==> src/rtl/aud_tx_pkg.sv <==
package aud_tx_pkg;

   typedef enum logic [1:0] {
      FMT_LAG      = 2'd0,
      FMT_ALIGN    = 2'd1,
      FMT_PULSE    = 2'd2,
      FMT_PULSE_B  = 2'd3
   } fmt_e;

   typedef struct packed {
      fmt_e       fmt;
      logic [1:0] wsel;
      logic       mono;
      logic       inv_bclk;
      logic       inv_ws;
   } cfg_t;

   // slot width in bit clocks from the width code
   function automatic logic [5:0] slot_bits(input logic [1:0] wsel);
      return {1'b0, wsel, 3'b000} + 6'd8;
   endfunction

endpackage

==> src/rtl/aud_clk_gen.sv <==
module aud_clk_gen #(
   parameter int DIV_W = 8
) (
   input  logic             clk,
   input  logic             rst_n,
   input  logic             run,
   input  logic [DIV_W-1:0] mdiv,
   input  logic [DIV_W-1:0] bdiv,
   output logic             mclk,
   output logic             bclk,
   output logic             fall_stb
);

   logic [DIV_W-1:0] mcnt_q, bcnt_q;
   logic             mclk_q, bclk_q;
   logic             m_wrap, m_rise, b_wrap;

   assign m_wrap   = run && (mcnt_q == mdiv);
   assign m_rise   = m_wrap && !mclk_q;
   assign b_wrap   = m_rise && (bcnt_q == bdiv);
   assign fall_stb = b_wrap && bclk_q;

   always_ff @(posedge clk or negedge rst_n) begin
      if (!rst_n) begin
         mcnt_q <= '0;
         bcnt_q <= '0;
         mclk_q <= 1'b0;
         bclk_q <= 1'b1;
      end else if (!run) begin
         mcnt_q <= '0;
         bcnt_q <= '0;
         mclk_q <= 1'b0;
         bclk_q <= 1'b1;
      end else begin
         mcnt_q <= m_wrap ? '0 : mcnt_q + 1'b1;
         if (m_wrap) mclk_q <= ~mclk_q;
         if (m_rise) bcnt_q <= b_wrap ? '0 : bcnt_q + 1'b1;
         if (b_wrap) bclk_q <= ~bclk_q;
      end
   end

   assign mclk = mclk_q;
   assign bclk = bclk_q;

endmodule

==> src/rtl/aud_frame_seq.sv <==
module aud_frame_seq
   import aud_tx_pkg::*;
(
   input  logic       clk,
   input  logic       rst_n,
   input  logic       run,
   input  logic       step,
   input  fmt_e       fmt,
   input  logic [5:0] wbits,
   output logic [5:0] pos_n,
   output logic       frame_start,
   output logic       ws
);

   logic [5:0] pos_q, last;
   logic [6:0] span;
   logic       ws_n, ws_q;

   assign span        = {wbits, 1'b0};
   assign last        = 6'(span - 7'd1);
   assign pos_n       = (pos_q == last) ? 6'd0 : pos_q + 6'd1;
   assign frame_start = step && (pos_n == 6'd0);

   always_comb begin
      unique case (fmt)
         FMT_LAG:   ws_n = (pos_n >= wbits - 6'd1) && (pos_n != last);
         FMT_ALIGN: ws_n = (pos_n >= wbits);
         default:   ws_n = (pos_n == last);
      endcase
   end

   always_ff @(posedge clk or negedge rst_n) begin
      if (!rst_n) begin
         pos_q <= '0;
         ws_q  <= 1'b0;
      end else if (!run) begin
         pos_q <= last - 6'd1;
         ws_q  <= 1'b0;
      end else if (step) begin
         pos_q <= pos_n;
         ws_q  <= ws_n;
      end
   end

   assign ws = ws_q;

endmodule

==> src/rtl/aud_slot_data.sv <==
module aud_slot_data #(
   parameter int SMP_W = 32
) (
   input  logic             clk,
   input  logic             rst_n,
   input  logic             run,
   input  logic             step,
   input  logic             frame_start,
   input  logic             mono,
   input  logic             in_valid,
   input  logic [SMP_W-1:0] in_left,
   input  logic [SMP_W-1:0] in_right,
   input  logic [5:0]       pos_n,
   input  logic [5:0]       wbits,
   output logic             dout,
   output logic             underrun
);

   logic [SMP_W-1:0] left_q, right_q, cur_l, cur_r, new_r;
   logic             slot, bit_n, dout_q, urun_q;
   logic [5:0]       off;
   logic [4:0]       idx;

   assign new_r = mono ? in_left : in_right;
   assign cur_l = frame_start ? (in_valid ? in_left : '0) : left_q;
   assign cur_r = frame_start ? (in_valid ? new_r : '0) : right_q;
   assign slot  = (pos_n >= wbits);
   assign off   = slot ? pos_n - wbits : pos_n;
   assign idx   = 5'(wbits - 6'd1 - off);
   assign bit_n = slot ? cur_r[idx] : cur_l[idx];

   always_ff @(posedge clk or negedge rst_n) begin
      if (!rst_n) begin
         left_q  <= '0;
         right_q <= '0;
         dout_q  <= 1'b0;
         urun_q  <= 1'b0;
      end else if (!run) begin
         left_q  <= '0;
         right_q <= '0;
         dout_q  <= 1'b0;
         urun_q  <= 1'b0;
      end else begin
         if (frame_start) begin
            left_q  <= cur_l;
            right_q <= cur_r;
            if (!in_valid) urun_q <= 1'b1;
         end
         if (step) dout_q <= bit_n;
      end
   end

   assign dout     = dout_q;
   assign underrun = urun_q;

endmodule

==> src/rtl/aud_serial_tx.sv <==
module aud_serial_tx
   import aud_tx_pkg::*;
#(
   parameter int DIV_W = 8,
   parameter int SMP_W = 32
) (
   input  logic             clk,
   input  logic             rst_n,
   input  logic             enable_i,
   input  logic [1:0]       cfg_fmt_i,
   input  logic [1:0]       cfg_width_i,
   input  logic             cfg_mono_i,
   input  logic             cfg_inv_bclk_i,
   input  logic             cfg_inv_ws_i,
   input  logic [DIV_W-1:0] cfg_mdiv_i,
   input  logic [DIV_W-1:0] cfg_bdiv_i,
   input  logic             in_valid_i,
   output logic             in_ready_o,
   input  logic [SMP_W-1:0] in_left_i,
   input  logic [SMP_W-1:0] in_right_i,
   output logic             mclk_o,
   output logic             bclk_o,
   output logic             ws_o,
   output logic             dout_o,
   output logic             underrun_o
);

   localparam int MAX_SLOT = 32;

   generate
      if (SMP_W < MAX_SLOT) begin : g_bad_smp
         $error("SMP_W must hold the widest slot");
      end
      if (DIV_W < 1) begin : g_bad_div
         $error("DIV_W must be at least 1");
      end
   endgenerate

   cfg_t             cfg_q;
   logic [DIV_W-1:0] mdiv_q, bdiv_q;
   logic             run, bclk_int, ws_int, fall_stb, frame_start;
   logic [5:0]       wbits, pos_n;

   always_ff @(posedge clk or negedge rst_n) begin
      if (!rst_n) begin
         run    <= 1'b0;
         cfg_q  <= '0;
         mdiv_q <= '0;
         bdiv_q <= '0;
      end else begin
         run <= enable_i;
         if (!enable_i) begin
            cfg_q  <= '{fmt: fmt_e'(cfg_fmt_i), wsel: cfg_width_i, mono: cfg_mono_i,
                        inv_bclk: cfg_inv_bclk_i, inv_ws: cfg_inv_ws_i};
            mdiv_q <= cfg_mdiv_i;
            bdiv_q <= cfg_bdiv_i;
         end
      end
   end

   assign wbits = slot_bits(cfg_q.wsel);

   aud_clk_gen #(.DIV_W(DIV_W)) clk_gen_i (
      .clk      (clk),
      .rst_n    (rst_n),
      .run      (run),
      .mdiv     (mdiv_q),
      .bdiv     (bdiv_q),
      .mclk     (mclk_o),
      .bclk     (bclk_int),
      .fall_stb (fall_stb)
   );

   aud_frame_seq seq_i (
      .clk         (clk),
      .rst_n       (rst_n),
      .run         (run),
      .step        (fall_stb),
      .fmt         (cfg_q.fmt),
      .wbits       (wbits),
      .pos_n       (pos_n),
      .frame_start (frame_start),
      .ws          (ws_int)
   );

   aud_slot_data #(.SMP_W(SMP_W)) data_i (
      .clk         (clk),
      .rst_n       (rst_n),
      .run         (run),
      .step        (fall_stb),
      .frame_start (frame_start),
      .mono        (cfg_q.mono),
      .in_valid    (in_valid_i),
      .in_left     (in_left_i),
      .in_right    (in_right_i),
      .pos_n       (pos_n),
      .wbits       (wbits),
      .dout        (dout_o),
      .underrun    (underrun_o)
   );

   assign in_ready_o = frame_start;
   assign bclk_o     = bclk_int ^ cfg_q.inv_bclk;
   assign ws_o       = ws_int ^ cfg_q.inv_ws;

endmodule

==> config.mk <==
export PLATFORM = sky130hd
export DESIGN_NAME = aud_serial_tx
export DESIGN_NICKNAME = d
export VERILOG_FILES = /design/src/rtl/aud_tx_pkg.sv /design/src/rtl/aud_clk_gen.sv /design/src/rtl/aud_frame_seq.sv /design/src/rtl/aud_slot_data.sv /design/src/rtl/aud_serial_tx.sv
export SDC_FILE = /design/constraint.sdc
export NUM_CORES = 1
export LEC_CHECK = 0
export BUFFER_PORTS_ARGS = -buffer_cell sky130_fd_sc_hd__buf_2
export CAP_MARGIN = 20
export CORE_UTILIZATION = 55
export CTS_CLUSTER_DIAMETER = 60
export DETAILED_ROUTE_END_ITERATION = 16
export PLACE_DENSITY = 0.88
export SYNTH_ARGS = -nofsm -noshare
export SYNTH_HDL_FRONTEND = slang
export SYNTH_SLANG_ARGS = --single-unit
==> constraint.sdc <==
create_clock -name clk -period 5.3 [get_ports clk]
set_input_delay 0.795 -clock clk [delete_from_list [all_inputs] [get_ports clk]]
set_output_delay 0.795 -clock clk [all_outputs]
set_load 0.03 [all_outputs]
==> flow_summary_export.csv <==
group,metric,value,unit
job,cap_violations,0,
timing,hold_viol,0,
synth,synth_top_area_share,38.1,%
drt,routed_wl,20100,microns
global_route,grt_pass1_vias,6489,
setup_path,worst-path-buf-inv,2,
timing,grt_setup_unrepaired,"false",
setup_path,crit_cells,14,
clock_tree,cts_max_level,4,
synth,async_flop_share,100,%
power,clkPwrFrac,45.6,%
global_route,overflow,0,
setup_path,crit_chain,"ha_1 > and3_1 > and3_1 > nor2_1 > inv_1 > ha_1 > o311ai_0 > a2111oi_1 > nor3b_2 > buf_4 > nand2_1 > or3_1 > a311oi_2 > a22oi_2",
timing,worst_pin_slew,844,ps
timing,finClkSkew,7.40,ps
clock_tree,clkTransAtPathRegs,60,ps
worst_hold_path,min_path_type,"input port to async pin",
timing,fin_crit_sh,91.6,%
clock_tree,cts_root_buf,"clkbuf_16",
setup_path,r2r-end,"data_i.dout",
floorplan,start_util,56.5,%
synth,syn_nets,915,
setup_path,crit_family,"simple AND/OR/NAND/NOR gates",
setup_path,crit_start,"seq_i.pos_q[0]",
timing,relSlewSlack,43.7,%
power,ir_drop,0.000237,V
drt,vias_per_cell,6.18,
power,p_sw_share,26.8,%
timing,holdWs,223,ps
timing,drv_slew,0,
synth,yosys_warnings,0,
power,power_frac_comb,17.5,%
setup_path,worstSetupStartpointType,"flip-flop",
clock_tree,cts_tree,"yes",
setup_path,worstPathArrival,5140,ps
setup_path,rrSetupSlack,450,ps
power,p_leak,3.80,nW
synth,synth.area.top_cells,"dfrtp_1 38%, mux2_2 9.5%, nand2_1 6.7%",
drt,drt_iter0_drc,928,
setup_path,cp_max_fo,11,
setup_path,path_class,"flip-flop to flip-flop",
synth,synthCells,809,
global_route,grt_pass1_wl,32400,microns
floorplan,dieHeight,119,microns
synth,yosysTopAreaCell,"dfrtp_1",
global_route,grt.met3_usage,7.43,%
floorplan,io_pins,97,
global_route,busiest_layer,"met2",
synth,synth_cell_types,76,
floorplan,die_w,119,microns
clock_tree,cts_sinks,115,
synth,synth_edf_count,0,
placed_design,dp_cells,1030,
clock_tree,clk_latency,430,ps
floorplan,rows,42,
synth,ys_seq_elements,115,
power,switching_power,0.673,mW
drt,ant_nets,0,
synth,yosys_most_used_dff,"dfrtp_1",
global_route,met2_usage,45.4,%
run_status,outcome,"completed",
global_route,met1_usage,36.9,%
timing,max_freq,206,MHz
setup_path,critPathRequiredTime,5590,ps
clock_tree,cts_buffer_depth,2,
global_route,track_usage,29.3,%
setup_path,r2r_start,"seq_i.pos_q[0]",
power,power_frac_seq,36.9,%
timing,finalSetupViolCount,0,
placed_design,io_buffers,96,
finish,fin_util,65.1,%
setup_path,cpMaxStageDelayCell,"o311ai_0",
placed_design,place_congestion,0.856,
setup_path,ff2ff_path_depth,14,
drt,drc,0,
timing,fin_tns_setup,0,ps
finish,stdcell_count,1066,
finish,layout.nets,984,
floorplan,fp.coreArea,13200,sq um
finish,drive_gt1_share,25.8,%
timing,fin_ws,447,ps
finish,antenna_cells,0,
global_route,antenna_found_initial,0,
setup_path,cp-endpoint,"data_i.dout",
floorplan,die-area,14100,sq um
drt,drt_pre_antenna_iters,5,
clock_tree,cts_buffers,17,
synth,syn_avg_cell_area,9.25,sq um
setup_path,end_kind,"flip-flop",
synth,ys_seq_area_share,38.5,%
global_route,grt_max_degree,85,
placed_design,preCtsSetupSlack,473,ps
timing,layout_min_cycle_time,4850,ps
drt,wl_per_cell,18.9,microns
power,p_int,1.84,mW
setup_path,max_stage_delay,700,ps
drt,dr_total_vias,6592,
power,p_per_area,291,nW/um^2
finish,area_growth,15.3,%
placed_design,hpwlAfterDp,12700,microns
synth,syn_area,7480,sq um
## repair_timing
| item | CTS | global route |
|---|---|---|
| hold buffers | 0 | 0 |
| resized for setup | 0 | 0 |
| setup buffers | 0 | 3 |
| endpoints found under the setup margin | 0 | 1 |
## registers in the layout, indices dropped and copies added, names as in the netlist, 6 cells and up
signal and cells:
data_i.left_q 32, data_i.right_q 32, bdiv_q 8, clk_gen_i.bcnt_q 8, clk_gen_i.mcnt_q 8, mdiv_q 8
cfg_q 7, seq_i.pos_q 6
## per-stage QoR
stage / instance area, sq um / power [mW]
final: 8630 / 2.51
after global routing: 8630 / 2.59
after CTS: 8560 / 2.48
after detailed placement: 7980 / 1.33
after global placement: 7980 / 1.32
after floorplan: 7480 / 1.22
## logic make-up (layout without fill, tap and decap cells)
kind of cell | Yosys count | count (layout) | synth area share [%]
AOI/OAI and AO/OA | 159 | 159 | 15.0
xor gates and xnor gates | 41 | 41 | 5.08
adders and majority gates | 15 | 15 | 2.51
buffers and inverters | 73 | 154 | 5.22
DFF | 115 | 115 | 38.5
muxes | 81 | 81 | 12.8
and+or+nand+nor | 325 | 325 | 20.9
## layer usage
metal  part of all wire (%)  vias to the layer above
li1                       -                     3016
met1                     40                     3144
met2                     47                      352
met3                    7.9                       80
met4                    4.6                        0
met5                      0                        -
## power groups by stage
stage / clock network, mW / registers [mW] / logic [mW]
2_1_floorplan: 0 / 0.930 / 0.289
3_3_place_gp: 0 / 0.937 / 0.383
3_5_place_dp: 0 / 0.939 / 0.394
4_1_cts: 1.15 / 0.925 / 0.407
5_1_grt: 1.19 / 0.929 / 0.476
6_report: 1.15 / 0.927 / 0.439
## how the worst min path moves through the flow
stage | start | endpoint | slack [ps]
2_1_floorplan | cfg_q[6] | cfg_q[6] | 480
3_3_place_gp | cfg_q[6] | cfg_q[6] | 490
3_5_place_dp | data_i.underrun | data_i.underrun | 480
4_1_cts | data_i.underrun | data_i.underrun | 500
5_1_grt | rst_n | data_i.right_q[24] | 230
6_report | rst_n | data_i.left_q[2] | 220
## cell usage after synthesis (all sizes together) (3+ instances only)
cell       n
dfrtp    114
a21boi    42
nor2b     13
and3      19
or3        4
and4       3
nor3       5
nand3     69
nand4      3
a21oi     23
xor2      27
o22ai      3
buf       30
a31oi      9
a211oi     4
o21ai     36
or2        3
mux2      63
o311ai     3
o211ai     5
nor2      37
nand2    134
nor4      12
mux2i     13
clkbuf    33
inv       10
o2111ai    3
ha        15
mux4       5
and2      16
a311oi     6
xnor2     13
## final cells by class
cell class                 count  area (sq um)
inverter                      10          37.5
sequential                   115          2880
multi-input combinational    621          4230
tap                          176           220
clock buffer                  21           450
timing repair buffer         113           676
clock inverter                10           134
fill                        1016          4620
## cell usage in the layout, fill, tap and decap left out, drive strengths merged, types with 6 or more instances in the layout
master	count
mux2	63
nor2b	13
xnor2	13
a21oi	23
xor2	27
mux2i	13
nand2	134
nand3	69
ha	15
a31oi	9
clkbuf	21
o21ai	36
a21boi	42
and2	16
a311oi	6
and3	19
nor2	37
nor4	12
dfrtp	114
inv	10
buf	113
Note: power is estimated with default switching activity, not from simulation.
